`config.mk`:
```
export PLATFORM = sky130hd
export DESIGN_NAME = split_word_mailbox
export DESIGN_NICKNAME = d
export VERILOG_FILES = /design/src/rtl/mbx_pkg.sv /design/src/rtl/mbx_port_decode.sv /design/src/rtl/mbx_slot.sv /design/src/rtl/mbx_read_port.sv /design/src/rtl/split_word_mailbox.sv
export SDC_FILE = /design/constraint.sdc
export NUM_CORES = 1
export LEC_CHECK = 0
export ABC_AREA = 1
export BUFFER_PORTS_ARGS = -buffer_cell sky130_fd_sc_hd__buf_4
export CORE_ASPECT_RATIO = 0.7
export CORE_MARGIN = 3
export CORE_UTILIZATION = 53
export DETAILED_ROUTE_END_ITERATION = 8
export PLACE_DENSITY = 0.84
export RECOVER_POWER = 100
export SLEW_MARGIN = 20
export SYNTH_ARGS = -nofsm -noshare
export SYNTH_HDL_FRONTEND = slang
export SYNTH_SLANG_ARGS = --single-unit
```
`constraint.sdc`:
```
create_clock -name clk -period 1.9 [get_ports clk]
set_input_delay 0.19 -clock clk [delete_from_list [all_inputs] [get_ports clk]]
set_output_delay 0.19 -clock clk [all_outputs]
set_load 0.05 [all_outputs]
```
`src/rtl/mbx_pkg.sv`:
```
// Shared types and address decoding for the split-word mailbox.
// Assumes registers sit on a 4-byte stride: all data/command pairs come
// first, then one flag register per mailbox.
package mbx_pkg;

    localparam int SLOT_IDX_W = 8;

    typedef enum logic [1:0] {
        AREA_NONE = 2'd0,
        AREA_DATA = 2'd1,
        AREA_CMD  = 2'd2,
        AREA_FLAG = 2'd3
    } mbx_area_e;

    typedef enum logic {
        SIDE_HOST = 1'b0,
        SIDE_DSP  = 1'b1
    } mbx_side_e;

    typedef struct packed {
        mbx_area_e             area;
        logic [SLOT_IDX_W-1:0] slot;
    } mbx_hit_t;

    // Map a byte address onto a register area and mailbox index.
    function automatic mbx_hit_t mbx_decode(input logic [15:0] addr, input int n_slots);
        mbx_hit_t h;
        int       idx;
        h.area = AREA_NONE;
        h.slot = '0;
        idx    = int'(addr[15:2]);
        if (addr[1:0] == 2'b00) begin
            if (idx < 2 * n_slots) begin
                h.slot = SLOT_IDX_W'(idx / 2);
                h.area = (idx % 2 == 1) ? AREA_CMD : AREA_DATA;
            end else if (idx < 3 * n_slots) begin
                h.area = AREA_FLAG;
                h.slot = SLOT_IDX_W'(idx - 2 * n_slots);
            end
        end
        return h;
    endfunction

    // The host sends into the lowest n_to_dsp mailboxes; the DSP sends into the rest.
    function automatic mbx_side_e slot_sender(input int slot, input int n_to_dsp);
        return (slot < n_to_dsp) ? SIDE_HOST : SIDE_DSP;
    endfunction

endpackage

```
`src/rtl/mbx_port_decode.sv`:
```
// Decodes one side's register access into per-mailbox strobes.
// Only the sending side of a mailbox may write it. Only the receiving
// side consumes it, by reading its command register.
// Assumes the address, wr and rd are stable at the sampling clock edge.
module mbx_port_decode
    import mbx_pkg::*;
#(
    parameter int        ADDR_W   = 6,
    parameter int        N_SLOTS  = 3,
    parameter int        N_TO_DSP = 1,
    parameter mbx_side_e SIDE     = SIDE_HOST
) (
    input  logic [ADDR_W-1:0]  addr,
    input  logic               wr,
    input  logic               rd,
    output logic [N_SLOTS-1:0] wr_data_o,
    output logic [N_SLOTS-1:0] wr_cmd_o,
    output logic [N_SLOTS-1:0] consume_o,
    output mbx_hit_t           hit_o
);

    logic [15:0] addr_ext;

    // Widen the address and decode it once for the whole port.
    assign addr_ext = 16'(addr);
    assign hit_o    = mbx_decode(addr_ext, N_SLOTS);

    for (genvar s = 0; s < N_SLOTS; s++) begin : g_slot
        localparam mbx_side_e SENDER = slot_sender(s, N_TO_DSP);
        localparam bit        I_SEND = (SENDER == SIDE);
        logic sel;

        // Per-mailbox hit and ownership-gated strobes.
        assign sel          = (hit_o.slot == SLOT_IDX_W'(s));
        assign wr_data_o[s] = I_SEND && wr && sel && (hit_o.area == AREA_DATA);
        assign wr_cmd_o[s]  = I_SEND && wr && sel && (hit_o.area == AREA_CMD);
        assign consume_o[s] = !I_SEND && rd && sel && (hit_o.area == AREA_CMD);
    end

endmodule

```
`src/rtl/mbx_slot.sv`:
```
// One single-message mailbox: a data half, a command half and a pending flag.
// A commit wins over a consume in the same cycle, so the new message stays pending.
module mbx_slot #(
    parameter int HALF_W = 16
) (
    input  logic              clk,
    input  logic              rst_n,
    input  logic              wr_data,
    input  logic              wr_cmd,
    input  logic              consume,
    input  logic [HALF_W-1:0] wdata,
    output logic [HALF_W-1:0] data_q,
    output logic [HALF_W-1:0] cmd_q,
    output logic              pending_q
);

    // Store the halves and track whether a message waits.
    always_ff @(posedge clk) begin
        if (!rst_n) begin
            data_q    <= '0;
            cmd_q     <= '0;
            pending_q <= 1'b0;
        end else begin
            if (wr_data) data_q <= wdata;
            if (wr_cmd)  cmd_q  <= wdata;
            if (wr_cmd)       pending_q <= 1'b1;
            else if (consume) pending_q <= 1'b0;
        end
    end

endmodule

```
`src/rtl/mbx_read_port.sv`:
```
// Registered read path for one side.
// Selects data, command or flag by the decoded hit. Unmapped hits read 0.
// The output holds its value until the next read strobe.
module mbx_read_port
    import mbx_pkg::*;
#(
    parameter int N_SLOTS = 3,
    parameter int HALF_W  = 16
) (
    input  logic                           clk,
    input  logic                           rst_n,
    input  logic                           rd,
    input  mbx_hit_t                       hit,
    input  logic [N_SLOTS-1:0][HALF_W-1:0] data_all,
    input  logic [N_SLOTS-1:0][HALF_W-1:0] cmd_all,
    input  logic [N_SLOTS-1:0]             pending,
    output logic [HALF_W-1:0]              rdata_q
);

    logic [HALF_W-1:0] sel_val;

    // Pick the addressed register.
    always_comb begin
        sel_val = '0;
        for (int s = 0; s < N_SLOTS; s++) begin
            if (hit.slot == SLOT_IDX_W'(s)) begin
                case (hit.area)
                    AREA_DATA: sel_val = data_all[s];
                    AREA_CMD:  sel_val = cmd_all[s];
                    AREA_FLAG: sel_val = HALF_W'(pending[s]);
                    default:   sel_val = '0;
                endcase
            end
        end
    end

    // Capture the selected value on a read strobe.
    always_ff @(posedge clk) begin
        if (!rst_n)  rdata_q <= '0;
        else if (rd) rdata_q <= sel_val;
    end

endmodule

```
`src/rtl/split_word_mailbox.sv`:
```
// Top of the split-word mailbox.
// Holds N_TO_DSP host-to-DSP mailboxes followed by N_TO_HOST DSP-to-host
// mailboxes, reachable from two 16-bit register ports.
// Each receiver sees one interrupt bit per incoming mailbox.
// Assumes both ports share one clock.
module split_word_mailbox
    import mbx_pkg::*;
#(
    parameter int HALF_W    = 16,
    parameter int ADDR_W    = 6,
    parameter int N_TO_DSP  = 1,
    parameter int N_TO_HOST = 2
) (
    input  logic                 clk,
    input  logic                 rst_n,
    input  logic [ADDR_W-1:0]    host_addr,
    input  logic                 host_wr,
    input  logic                 host_rd,
    input  logic [HALF_W-1:0]    host_wdata,
    output logic [HALF_W-1:0]    host_rdata,
    output logic [N_TO_HOST-1:0] host_irq,
    input  logic [ADDR_W-1:0]    dsp_addr,
    input  logic                 dsp_wr,
    input  logic                 dsp_rd,
    input  logic [HALF_W-1:0]    dsp_wdata,
    output logic [HALF_W-1:0]    dsp_rdata,
    output logic [N_TO_DSP-1:0]  dsp_irq
);

    localparam int N_SLOTS = N_TO_DSP + N_TO_HOST;

    logic [N_SLOTS-1:0]             h_wr_data, h_wr_cmd, h_consume;
    logic [N_SLOTS-1:0]             d_wr_data, d_wr_cmd, d_consume;
    mbx_hit_t                       h_hit, d_hit;
    logic [N_SLOTS-1:0][HALF_W-1:0] data_all, cmd_all;
    logic [N_SLOTS-1:0]             pending;

    mbx_port_decode #(
        .ADDR_W(ADDR_W), .N_SLOTS(N_SLOTS), .N_TO_DSP(N_TO_DSP), .SIDE(SIDE_HOST)
    ) u_host_dec (
        .addr(host_addr), .wr(host_wr), .rd(host_rd),
        .wr_data_o(h_wr_data), .wr_cmd_o(h_wr_cmd), .consume_o(h_consume), .hit_o(h_hit)
    );

    mbx_port_decode #(
        .ADDR_W(ADDR_W), .N_SLOTS(N_SLOTS), .N_TO_DSP(N_TO_DSP), .SIDE(SIDE_DSP)
    ) u_dsp_dec (
        .addr(dsp_addr), .wr(dsp_wr), .rd(dsp_rd),
        .wr_data_o(d_wr_data), .wr_cmd_o(d_wr_cmd), .consume_o(d_consume), .hit_o(d_hit)
    );

    for (genvar s = 0; s < N_SLOTS; s++) begin : g_mbx
        logic [HALF_W-1:0] slot_wdata;

        // The sending side's write bus feeds this mailbox.
        if (s < N_TO_DSP) begin : g_to_dsp
            assign slot_wdata = host_wdata;
            assign dsp_irq[s] = pending[s];
        end else begin : g_to_host
            assign slot_wdata            = dsp_wdata;
            assign host_irq[s-N_TO_DSP]  = pending[s];
        end

        mbx_slot #(.HALF_W(HALF_W)) u_slot (
            .clk      (clk),
            .rst_n    (rst_n),
            .wr_data  (h_wr_data[s] | d_wr_data[s]),
            .wr_cmd   (h_wr_cmd[s]  | d_wr_cmd[s]),
            .consume  (h_consume[s] | d_consume[s]),
            .wdata    (slot_wdata),
            .data_q   (data_all[s]),
            .cmd_q    (cmd_all[s]),
            .pending_q(pending[s])
        );
    end

    mbx_read_port #(.N_SLOTS(N_SLOTS), .HALF_W(HALF_W)) u_host_rd (
        .clk(clk), .rst_n(rst_n), .rd(host_rd), .hit(h_hit),
        .data_all(data_all), .cmd_all(cmd_all), .pending(pending), .rdata_q(host_rdata)
    );

    mbx_read_port #(.N_SLOTS(N_SLOTS), .HALF_W(HALF_W)) u_dsp_rd (
        .clk(clk), .rst_n(rst_n), .rd(dsp_rd), .hit(d_hit),
        .data_all(data_all), .cmd_all(cmd_all), .pending(pending), .rdata_q(dsp_rdata)
    );

endmodule

```
==> results.toml <==
[synthesis]
synth-adder-area-share = 0.00732
synthArstFlopShare = 0
syn_inst = 1044
netlist-cell-type-count = 29
synth_edf_count = 0
synthFlopType = "dfxtp_1"
syn_area_per_cell_um2 = 6.55
ys_ff_latch = 131
synthSimpleGateAreaFrac = 0.327
yosysWarningCount = 0
synth_top_family_by_area = "simple AND/OR/NAND/NOR gates"
synth_xor_area_frac = 0
synth_compound_area_frac = 0.185
syn-num-nets = 1098
seq_area_frac_synth = 0.384
synth.mux.area_fraction = 0
synth_area_um2 = 6830

[pwr]
power_frac_comb = 0.094
internal_power_mw = 5.22
leakage_nw = 3.33
power_density_nw_per_um2 = 801
ir_worst_vdd_v = 0.000694
sw_frac_of_total = 0.246
clkPwrFrac = 0.505
switching_power_mw = 1.71
power.total_mw = 6.93
p_seq_frac = 0.401

[clocking]
clock_path_buffers = 2
clockRootBuffer = "clkbuf_16"
cts_max_level = 4
clk_pin_slew_ns = 0.06
hold_buffers = 0
cts_made_buffers = 17
clock-sinks = 131
clk_latency_ns = 0.41
tritoncts = "built"

[sta]
finalSetupViolations = 0
fmax_mhz = 545
period_minus_slack_ns = 1.84
hold_viol = 0
worstMarginPinSlew_ns = 0.654
fin_skew_ns = 0.00491
rsz0062_at_grt = "false"
maxSlewViolCount = 0
max-slew-margin-rel = 0.566
fin_setup_tns_ns = 0
fin_crit_sh = 0.966

[run]
drv_cap = 0

[global_route]
grt_max_degree = 52
grt_pass1_wl_um = 37000
grt_antenna_before_repair = 0
grt_use_total = 0.327
grt_overflow_total = 0
first_global_vias = 7375

[critical_path]
critPathCaptureType = "flip-flop"
crit_fanout = 12
rr_startpoint = "g_mbx[1].u_slot.data_q[15]"
setup.worst_path.class = "primary input to flip-flop"
r2r_cells = 6
reg2reg_slack_ns = 0.58
cp.required_ns = 2.25
start_kind = "primary input"
r2r_end = "u_dsp_rd.rdata_q[15]"
cp.arrival_ns = 2.18
startpoint = "dsp_addr[3]"

[hold_path]
min-delay-start = "host_wdata[7]"
hold_depth = 3
hp-class = "primary input to flip-flop"
holdPathEnd = "g_mbx[0].u_slot.data_q[7]"

[drt]
drt_pass1_iterations = 6
vias = 7874
first_iter_violations = 1173
ant_nets = 0
drt-wirelength-per-cell_um = 17.5
routed_via_density = 5.88
wl_um = 23500
drc = 0

[die]
chipHeight_um = 101
die-area_um2 = 14300
num_rows = 34
initial_core_util = 0.546
die_x_um = 142
core_um2 = 12500
ios = 85

[placement]
place_congestion = 1.06
io_buffers = 84
hpwl_um = 16700

[layout]
syn2layout_area_growth_pct = 26.7
final_common_cell = "nand2_1"
fillCellCount = 1092
n_antenna_cell = 0
finalNetCount = 1219
drive_gt1_frac = 0.171
final_cell_mix = "nand2_1, nor2_1, nand3_1, dfxtp_1, buf_4"

[outcome]
status = "completed"
per-stage QoR:
step,instances,instance area [µm²],hold slack (ns),utilization,setup WS [ns]
final,1340,8660,0.0273,0.692,0.0648
after global routing,1340,8660,0.0292,0.692,0.000532
after CTS,1337,8750,0.0231,0.700,0.0652
after detailed placement,1305,8120,0.449,0.649,-0.326
after global placement,1305,8120,0.441,0.649,-0.272
after floorplan,1044,6850,0.325,-,-0.0188
registers in the layout, summed over array words and instances, names as in the netlist:
signal                  count
g_mbx.u_slot.cmd_q         48
g_mbx.u_slot.data_q        48
g_mbx.u_slot.pending_q      3
u_dsp_rd.rdata_q           16
u_host_rd.rdata_q          16
cell usage after synthesis (4+ instances only):
| master | count | area (µm²) |
|---|---|---|
| dfxtp_1 | 131 | 2620 |
| o21ai_0 | 105 | 526 |
| a21oi_1 | 70 | 350 |
| nand4_1 | 21 | 131 |
| ha_1 | 4 | 50.1 |
| nor2_1 | 142 | 533 |
| buf_4 | 6 | 45.0 |
| nand2_1 | 184 | 691 |
| buf_1 | 4 | 15.0 |
| inv_1 | 81 | 304 |
| nor2_2 | 7 | 43.8 |
| inv_2 | 11 | 41.3 |
| clkbuf_1 | 42 | 158 |
| nand3_1 | 140 | 701 |
| nor2_4 | 4 | 45.0 |
| buf_2 | 18 | 90.1 |
| o21ai_1 | 22 | 110 |
| o22ai_1 | 33 | 206 |
worst max path at each step:
stage / slack [ns] / endpoint
final: 0.06 / u_dsp_rd.rdata_q[10]
after global routing: 0.0005 / g_mbx[2].u_slot.data_q[6]
after CTS: 0.07 / u_host_rd.rdata_q[15]
after detailed placement: -0.33 / g_mbx[1].u_slot.cmd_q[0]
after global placement: -0.27 / g_mbx[1].u_slot.cmd_q[14]
after floorplan: -0.02 / g_mbx[0].u_slot.cmd_q[10]
layout make-up:
cell class / instances / area [µm²] / area share
repair buffers: 172 / 1260 / 0.146
multi-input cells: 749 / 3580 / 0.413
flip-flops and latches: 131 / 2620 / 0.303
clock buffers: 17 / 425 / 0.0491
well taps: 162 / 203 / 0.0234
inverters: 94 / 360 / 0.0416
clock inverters: 15 / 206 / 0.0239
routing by layer:
metal,share of wire,global-route usage,routed length [µm]
met1,0.39,0.424,9220
met2,0.42,0.491,9950
met3,0.15,0.129,3430
met4,0.036,0.131,847
met5,0,0,0
critical path, stage by stage:
cell and delay (ns):
buf_4 0.09, ha_1 0.13, inv_1 0.06, ha_4 0.19
inv_4 0.09, nand2_1 0.06, a21oi_2 0.13, nor2_1 0.06
buf_4 0.14, nor2_4 0.18, buf_4 0.22, nand3_1 0.12
nand3_1 0.11, nand3_1 0.21, a21oi_1 0.18
timing repair:
item / in CTS / in global routing
endpoints found under the setup margin: 0 / 68
resized for setup: 0 / 18
buffers inserted: 0 / 3
kinds of logic after synthesis:
family,count (synthesis)
and+or+nand+nor,507
adders and majority gates,4
buffers and inverters,164
AOI/OAI and AO/OA,238
DFF,131
power groups by stage:
| stage | Combinational [mW] | Sequential [mW] | Clock [mW] |
|---|---|---|---|
| 3_5_place_dp | 0.621 | 2.84 | 0 |
| 2_1_floorplan | 0.300 | 2.86 | 0 |
| 3_3_place_gp | 0.611 | 2.84 | 0 |
| 4_1_cts | 0.627 | 2.78 | 3.51 |
| 5_1_grt | 0.698 | 2.78 | 3.64 |
| 6_report | 0.648 | 2.78 | 3.50 |
Power figures use the tool's default switching activity.
